--- src/rtl/strobe_seq_pkg.sv ---
package strobe_seq_pkg;

    typedef enum logic [2:0] {
        S_IDLE,
        S_PREP,
        S_WAIT,
        S_LO1,
        S_HI,
        S_LO2,
        S_FIN
    } seq_state_t;

endpackage

--- src/rtl/strobe_seq_fsm.sv ---
module strobe_seq_fsm
    import strobe_seq_pkg::*;
#(
    parameter int NUM_CTL  = 3,
    parameter int NUM_DATA = 4,
    localparam int NSTEP   = NUM_CTL + NUM_DATA,
    localparam int STEP_W  = $clog2(NSTEP)
) (
    input  logic              clk,
    input  logic              rst_n,
    input  logic              start,
    output logic [STEP_W-1:0] step,
    output logic              is_data,
    output logic              accept,
    output logic              load_word,
    output logic              mem_req,
    output logic              frame_we,
    output logic              frame_hi,
    output logic              busy,
    output logic              done
);

    localparam logic [STEP_W-1:0] LAST_STEP = STEP_W'(NSTEP - 1);
    localparam logic [STEP_W-1:0] FIRST_DATA = STEP_W'(NUM_CTL);

    seq_state_t state, nxt;

    assign is_data = (step >= FIRST_DATA);
    assign accept  = (state == S_IDLE) && start;

    always_ff @(posedge clk) begin
        if (!rst_n) begin
            state <= S_IDLE;
            step  <= '0;
        end else begin
            state <= nxt;
            if (accept) begin
                step <= '0;
            end else if (state == S_LO2 && step != LAST_STEP) begin
                step <= step + 1'b1;
            end
        end
    end

    always_comb begin
        nxt = state;
        unique case (state)
            S_IDLE:  nxt = start ? S_PREP : S_IDLE;
            S_PREP:  nxt = is_data ? S_WAIT : S_LO1;
            S_WAIT:  nxt = S_LO1;
            S_LO1:   nxt = S_HI;
            S_HI:    nxt = S_LO2;
            S_LO2:   nxt = (step == LAST_STEP) ? S_FIN : S_PREP;
            S_FIN:   nxt = S_IDLE;
            default: nxt = S_IDLE;
        endcase
    end

    always_comb begin
        load_word = 1'b0;
        mem_req   = 1'b0;
        frame_we  = 1'b0;
        frame_hi  = 1'b0;
        busy      = 1'b1;
        done      = 1'b0;
        unique case (state)
            S_IDLE: busy = 1'b0;
            S_PREP: begin
                load_word = !is_data;
                mem_req   = is_data;
            end
            S_WAIT: load_word = 1'b1;
            S_LO1:  frame_we = 1'b1;
            S_HI: begin
                frame_we = 1'b1;
                frame_hi = 1'b1;
            end
            S_LO2:  frame_we = 1'b1;
            S_FIN: begin
                busy = 1'b0;
                done = 1'b1;
            end
            default: busy = 1'b0;
        endcase
    end

endmodule

--- src/rtl/strobe_seq_wordsel.sv ---
module strobe_seq_wordsel #(
    parameter int          W        = 16,
    parameter int          AW       = 8,
    parameter int          STB_BIT  = 6,
    parameter logic [W-1:0] CLR_MASK = 16'h4400,
    parameter int          CLR_STEP = 1,
    parameter int          NUM_CTL  = 3,
    parameter int          STEP_W   = 3
) (
    input  logic [STEP_W-1:0] step,
    input  logic              is_data,
    input  logic [W-1:0]      ctl_q,
    input  logic [AW-1:0]     base_q,
    input  logic [W-1:0]      mem_rdata,
    output logic [W-1:0]      word,
    output logic [AW-1:0]     mem_addr
);

    localparam logic [W-1:0] STB_MASK = W'(1) << STB_BIT;

    logic [W-1:0] raw;

    always_comb begin
        if (is_data) begin
            raw = mem_rdata;
        end else if (step == STEP_W'(CLR_STEP)) begin
            raw = ctl_q | CLR_MASK;
        end else begin
            raw = ctl_q;
        end
        word = raw & ~STB_MASK;
    end

    assign mem_addr = base_q + AW'(step) - AW'(NUM_CTL);

endmodule

--- src/rtl/strobe_seq_framer.sv ---
module strobe_seq_framer #(
    parameter int W       = 16,
    parameter int STB_BIT = 6
) (
    input  logic         clk,
    input  logic         rst_n,
    input  logic         load_word,
    input  logic [W-1:0] word_in,
    input  logic         frame_we,
    input  logic         frame_hi,
    output logic         out_we,
    output logic [W-1:0] out_data
);

    localparam logic [W-1:0] STB_MASK = W'(1) << STB_BIT;

    logic [W-1:0] word_q;

    always_ff @(posedge clk) begin
        if (!rst_n) begin
            word_q <= '0;
        end else if (load_word) begin
            word_q <= word_in;
        end
    end

    assign out_we   = frame_we;
    assign out_data = frame_hi ? (word_q | STB_MASK) : word_q;

endmodule

--- src/rtl/strobe_seq.sv ---
module strobe_seq #(
    parameter int           W        = 16,
    parameter int           AW       = 8,
    parameter int           STB_BIT  = 6,
    parameter logic [W-1:0] CLR_MASK = 16'h4400,
    parameter int           NUM_CTL  = 3,
    parameter int           NUM_DATA = 4
) (
    input  logic          clk,
    input  logic          rst_n,
    input  logic          start,
    input  logic [W-1:0]  ctl_word,
    input  logic [AW-1:0] blk_addr,
    output logic          mem_req,
    output logic [AW-1:0] mem_addr,
    input  logic [W-1:0]  mem_rdata,
    output logic          out_we,
    output logic [W-1:0]  out_data,
    output logic          busy,
    output logic          done
);

    localparam int STEP_W = $clog2(NUM_CTL + NUM_DATA);

    logic [STEP_W-1:0] step;
    logic              is_data;
    logic              accept;
    logic              load_word;
    logic              frame_we;
    logic              frame_hi;
    logic [W-1:0]      ctl_q;
    logic [AW-1:0]     base_q;
    logic [W-1:0]      word;

    always_ff @(posedge clk) begin
        if (!rst_n) begin
            ctl_q  <= '0;
            base_q <= '0;
        end else if (accept) begin
            ctl_q  <= ctl_word;
            base_q <= blk_addr;
        end
    end

    strobe_seq_fsm #(
        .NUM_CTL  (NUM_CTL),
        .NUM_DATA (NUM_DATA)
    ) u_fsm (
        .clk       (clk),
        .rst_n     (rst_n),
        .start     (start),
        .step      (step),
        .is_data   (is_data),
        .accept    (accept),
        .load_word (load_word),
        .mem_req   (mem_req),
        .frame_we  (frame_we),
        .frame_hi  (frame_hi),
        .busy      (busy),
        .done      (done)
    );

    strobe_seq_wordsel #(
        .W        (W),
        .AW       (AW),
        .STB_BIT  (STB_BIT),
        .CLR_MASK (CLR_MASK),
        .CLR_STEP (1),
        .NUM_CTL  (NUM_CTL),
        .STEP_W   (STEP_W)
    ) u_sel (
        .step      (step),
        .is_data   (is_data),
        .ctl_q     (ctl_q),
        .base_q    (base_q),
        .mem_rdata (mem_rdata),
        .word      (word),
        .mem_addr  (mem_addr)
    );

    strobe_seq_framer #(
        .W       (W),
        .STB_BIT (STB_BIT)
    ) u_frm (
        .clk       (clk),
        .rst_n     (rst_n),
        .load_word (load_word),
        .word_in   (word),
        .frame_we  (frame_we),
        .frame_hi  (frame_hi),
        .out_we    (out_we),
        .out_data  (out_data)
    );

endmodule

--- config.mk ---
export PLATFORM = sky130hd
export DESIGN_NAME = strobe_seq
export DESIGN_NICKNAME = d
export VERILOG_FILES = /design/src/rtl/strobe_seq_pkg.sv /design/src/rtl/strobe_seq_fsm.sv /design/src/rtl/strobe_seq_wordsel.sv /design/src/rtl/strobe_seq_framer.sv /design/src/rtl/strobe_seq.sv
export SDC_FILE = /design/constraint.sdc
export NUM_CORES = 1
export LEC_CHECK = 0
export ABC_AREA = 0
export BUFFER_PORTS_ARGS = -buffer_cell sky130_fd_sc_hd__buf_2
export CORE_ASPECT_RATIO = 0.6
export CORE_MARGIN = 2
export CORE_UTILIZATION = 40
export CTS_BUF_LIST = sky130_fd_sc_hd__clkbuf_4 sky130_fd_sc_hd__clkbuf_8
export DETAILED_ROUTE_END_ITERATION = 10
export PLACE_DENSITY = 0.71
export SETUP_SLACK_MARGIN = 0.4
export SLEW_MARGIN = 20
export SYNTH_ARGS = -nofsm -noshare
export SYNTH_HDL_FRONTEND = slang
export SYNTH_SLANG_ARGS = --single-unit
--- constraint.sdc ---
create_clock -name clk -period 6.7 [get_ports clk]
set_clock_uncertainty 0.15 [all_clocks]
set_input_delay 1.675 -clock clk [delete_from_list [all_inputs] [get_ports clk]]
set_output_delay 1.675 -clock clk [all_outputs]
set_load 0.02 [all_outputs]
; Word-level counts from Yosys, hierarchy flattened
; Index checks and enable logic that the tools add are counted.
[op_classes]
addsub = 3
order_cmp = 1
eq_ne = 9
n_mux = 13
bitwise_logic = 1
reduce_logical = 7
[ops]
columns = op, count
row1 = $pmux W3 S6, 1
row2 = $mux W16, 1
row3 = $mux W15, 1
row4 = $eq A3 B3 Y1 const B, 4
row5 = $add A8 B3 Y8, 1
row6 = $sub A8 B2 Y8 const B, 1
row7 = $mux W1, 7
row8 = $mux W7, 1
row9 = $eq A3 B1 Y1 const B, 2
row10 = $eq A3 B2 Y1 const B, 2
row11 = $reduce_or A5 Y1, 1
row12 = $add A3 B1 Y3 const B, 1
row13 = $ge A3 B2 Y1 const B, 1
row14 = $logic_not A3 Y1, 1
row15 = $mux W3, 1
row16 = $ne A3 B3 Y1 const B, 1
row17 = $reduce_or A3 Y1, 1
row18 = $logic_and A1 B1 Y1, 2
row19 = $pmux W1 S2, 1
row20 = $reduce_or A2 Y1, 1
row21 = $logic_not A1 Y1, 1
row22 = $not A1 Y1, 1
[word_totals]
ff_bits = 45
inputBits = 43
out_inout_bits = 28
word_cells = 39

; Logic depth before layout (Yosys ltp)
[depth]
word_depth = 3
ltp_mapped = 10
depth_no_buf = 10

; By module
; A second synthesis with hierarchy kept.
[hier_totals]
cells_unflattened = 273
hier_area_um2 = 2702.6
[by_module_without_submodules]
columns = module, instances, cells_per_inst, area_each_um2, seq_area_each_um2
row1 = strobe_seq, 1, 77, 929.6, 480.5
row2 = strobe_seq_framer, 1, 68, 742.0, 320.3
row3 = strobe_seq_wordsel, 1, 72, 561.8, 0.0
row4 = strobe_seq_fsm, 1, 56, 469.2, 120.1

; Least setup slack after synthesis
; Ideal clock, no wire load.
[synth_timing]
kind = reg2out
from = register u_fsm.step[1]
to = output mem_addr[7]
t_arrival_ps = 2061
t_required_ps = 4875
slack_ps = 2814
stages_incl_launch_ff = 9
n_path_buf = 0
path_cell_list = dfxtp_1 -> ha_1 -> ha_1 -> inv_1 -> fa_1 -> nor2b_1 -> o31a_1 -> or4_1 -> nand3_1
[synth_between]
elab_chain_len = 2
[synth_rtl]
columns = item, line_no
row1 = from (decl), strobe_seq_fsm.sv:12  ; output logic [STEP_W-1:0] step,
row2 = from (signal assigned), strobe_seq_fsm.sv:40  ; step <= step + 1'b1;
row3 = $add A8 B3 Y8, strobe_seq_wordsel.sv:34  ; assign mem_addr = base_q + AW'(step) - AW'(NUM_CTL);
row4 = $sub A8 B2 Y8, strobe_seq_wordsel.sv:34
row5 = to (decl), strobe_seq.sv:15  ; output logic [AW-1:0] mem_addr,
; Every way passes these cells.

; Final worst setup path
; Ends and elaborated chain as after synthesis.

==> results.toml <==
[final_layout]
drive_gt1_share_pct = 27.1
utilization_pct = 49.5
antenna_cells = 0
final_cell_mix = "nand2_1, buf_2, dfxtp_1"
final_cells = 423
final_common_cell = "nand2_1"
n_fill_cell = 565
fin_nets = 399
area.growth.synth_to_final_pct = 19.2
fin_area_um2 = 2770

[die]
fp.dieW_um = 102
start_util_pct = 41.5
die_y_um = 63.1
die-area_um2 = 6460
rows = 21
io_pins = 71
core_area_um2 = 5600

[sta]
rsz0062_at_grt = "no"
drv_slew = 0
setup_viol = 0
period_minus_slack_ns = 4.40
fmax_mhz = 227
fin_crit_sh_pct = 65.7
slew_headroom_pct = 37.4
finalSetupTns_ns = 0
hold_viol = 0
worstMarginPinSlew_ns = 0.939
hold_ws_ns = 0.309

[synthesis]
async_reset_ff_share_pct = 0
ys_ff_latch = 44
syn_area_um2 = 2320
synth_seq_area_share_pct = 37.9
synth_flop_cell = "dfxtp_1"
yosysWarningCount = 0
post_synth_inst_count = 285
ys_types = 34
synth-edff-count = 0
synth.avg_cell_area_um2 = 8.16
syn_nets = 342

[placed_design]
place_area_um2 = 2650
hpwl_um = 3690
dp.cells = 415
portBuffers = 68
gp_congestion = 0.776

[power]
cellPowerDensity_nw_per_um2 = 260
leakage_nw = 1.15
ir_drop_mv = 0.149

[critical_path]
worstPathArrival_ns = 2.57
crit_path_max_fanout = 7
required_ns = 4.88
cp-start-kind = "register"
endpoint_kind = "output pin"
crit_type = "reg -> out"

[worst_hold_path]
hold_class = "reg -> reg"

[routing]
vias = 2036
drc = 0
drtIter0Drc = 72
ant_nets = 0
via_per_inst = 4.81
routed_wl_um = 5150
avgRoutedWirePerCell_um = 12.2
dr.pass1.iters = 4

[clock_tree]
cts.sinks = 44
h-tree-depth = 2
postCtsHoldBufs = 0
cts_buffers = 5
clockBufferDepth = 2
cts_setup_buffers = 0
clk_pin_slew_ns = 0.08
clkLatencyLatePin_ns = 0.29
cts_tree = "yes"
root_buffer = "clkbuf_8"
postCtsResizedCells = 0

[run_status]
outcome = "finished, final reports clean"

[global_routing]
grt_pass1_vias = 1821
antenna_found_initial = 0
gr-usage-all-layers_pct = 17.2
grt_first_pass_wirelength_um = 8780
grt_max_degree = 40
overflow = 0

[job]
maxCapViolCount = 0
## kinds of logic after synthesis
logic type	Yosys count	share of synthesized area [%]
AND/OR/NAND/NOR	120	21.9
AO/OA/AOI/OAI	64	22.1
adder cells (fa/ha/maj)	14	7.86
XOR/XNOR	5	1.88
flip-flops	44	37.9
buffers and inverters	38	8.40
## path summary, 6_finish.rpt
| path | from | end | slack (ns) | depth (start not counted) |
|---|---|---|---|---|
| worst min register to register | ctl_q[15]$_SDFFE_PN0P_ | ctl_q[15]$_SDFFE_PN0P_ | 0.31 | 2 |
| worst max-delay path | u_fsm.step[1]$_SDFFE_PP0P_ | mem_addr[7] | 2.30 | 9 |
| worst min-delay path | ctl_q[15]$_SDFFE_PN0P_ | ctl_q[15]$_SDFFE_PN0P_ | 0.31 | 2 |
| worst max register to register | u_fsm.step[2]$_SDFFE_PP0P_ | u_frm.word_q[9]$_SDFFE_PN0P_ | 4.25 | 6 |
## critical path, stage by stage (launching register included)
cell,delay [ns]
dfxtp_1,0.51
ha_1,0.29
ha_1,0.21
inv_1,0.08
fa_1,0.22
nor2b_1,0.08
o31a_1,0.27
or4_1,0.40
nand3_1,0.09
buf_2,0.16
## where the power goes
| part | internal, W | switching, W | total [W] |
|---|---|---|---|
| Sequential | 0.000289 | 0.0000186 | 0.000308 |
| Combinational | 0.0000771 | 0.000122 | 0.000199 |
| Clock | 0.000122 | 0.0000920 | 0.000214 |
| Total | 0.000488 | 0.000232 | 0.000721 |
## area by class of cell
| cell class | count | area (um^2) | share of cell area (%) |
|---|---|---|---|
| Clock buffer | 6 | 82.6 | 2.98 |
| Clock inverter | 2 | 38.8 | 1.40 |
| Inverter | 19 | 71.3 | 2.57 |
| Multi-Input combinational cell | 203 | 1250 | 45.1 |
| Sequential cell | 44 | 881 | 31.8 |
| Tap cell | 80 | 100 | 3.61 |
| Timing Repair Buffer | 69 | 348 | 12.6 |
## per-layer routing
layer / vias up / global-route usage (%) / routed length [um]
li1: 1060 / - / -
met1: 929 / 25.6 / 2770
met2: 45 / 24.5 / 2160
met3: 2 / 4.22 / 200
met4: 0 / 4.33 / 15
met5: - / 0 / 0
## synth_stat cells, drive strengths merged, types with 3 or more instances
cell type  number  share of area [%]
nand2          81                 13
dfxtp          44                 38
a21oi          33                7.1
nor2           20                3.2
inv            19                3.1
a311oi         13                8.4
ha             13                7.0
buf            12                4.2
clkbuf          7                1.1
nand2b          5                1.3
o21a            4                1.3
o21ai           4               0.86
xnor2           4                1.5
nor2b           3               0.81
## stage by stage
step                      setup slack [ns]  total power [W]
after detailed placement              2.62         0.000514
after global routing                  2.13         0.000767
after CTS                             2.28         0.000728
after global placement                2.66         0.000508
after floorplan                       2.81         0.000467
final                                 2.30         0.000721
## registers in the layout, summed over array words and instances, names as in the netlist
register / cells
u_frm.word_q: 15
ctl_q: 15
u_fsm.state: 3
u_fsm.step: 3
base_q: 8
(Power assumes the default switching activity.)
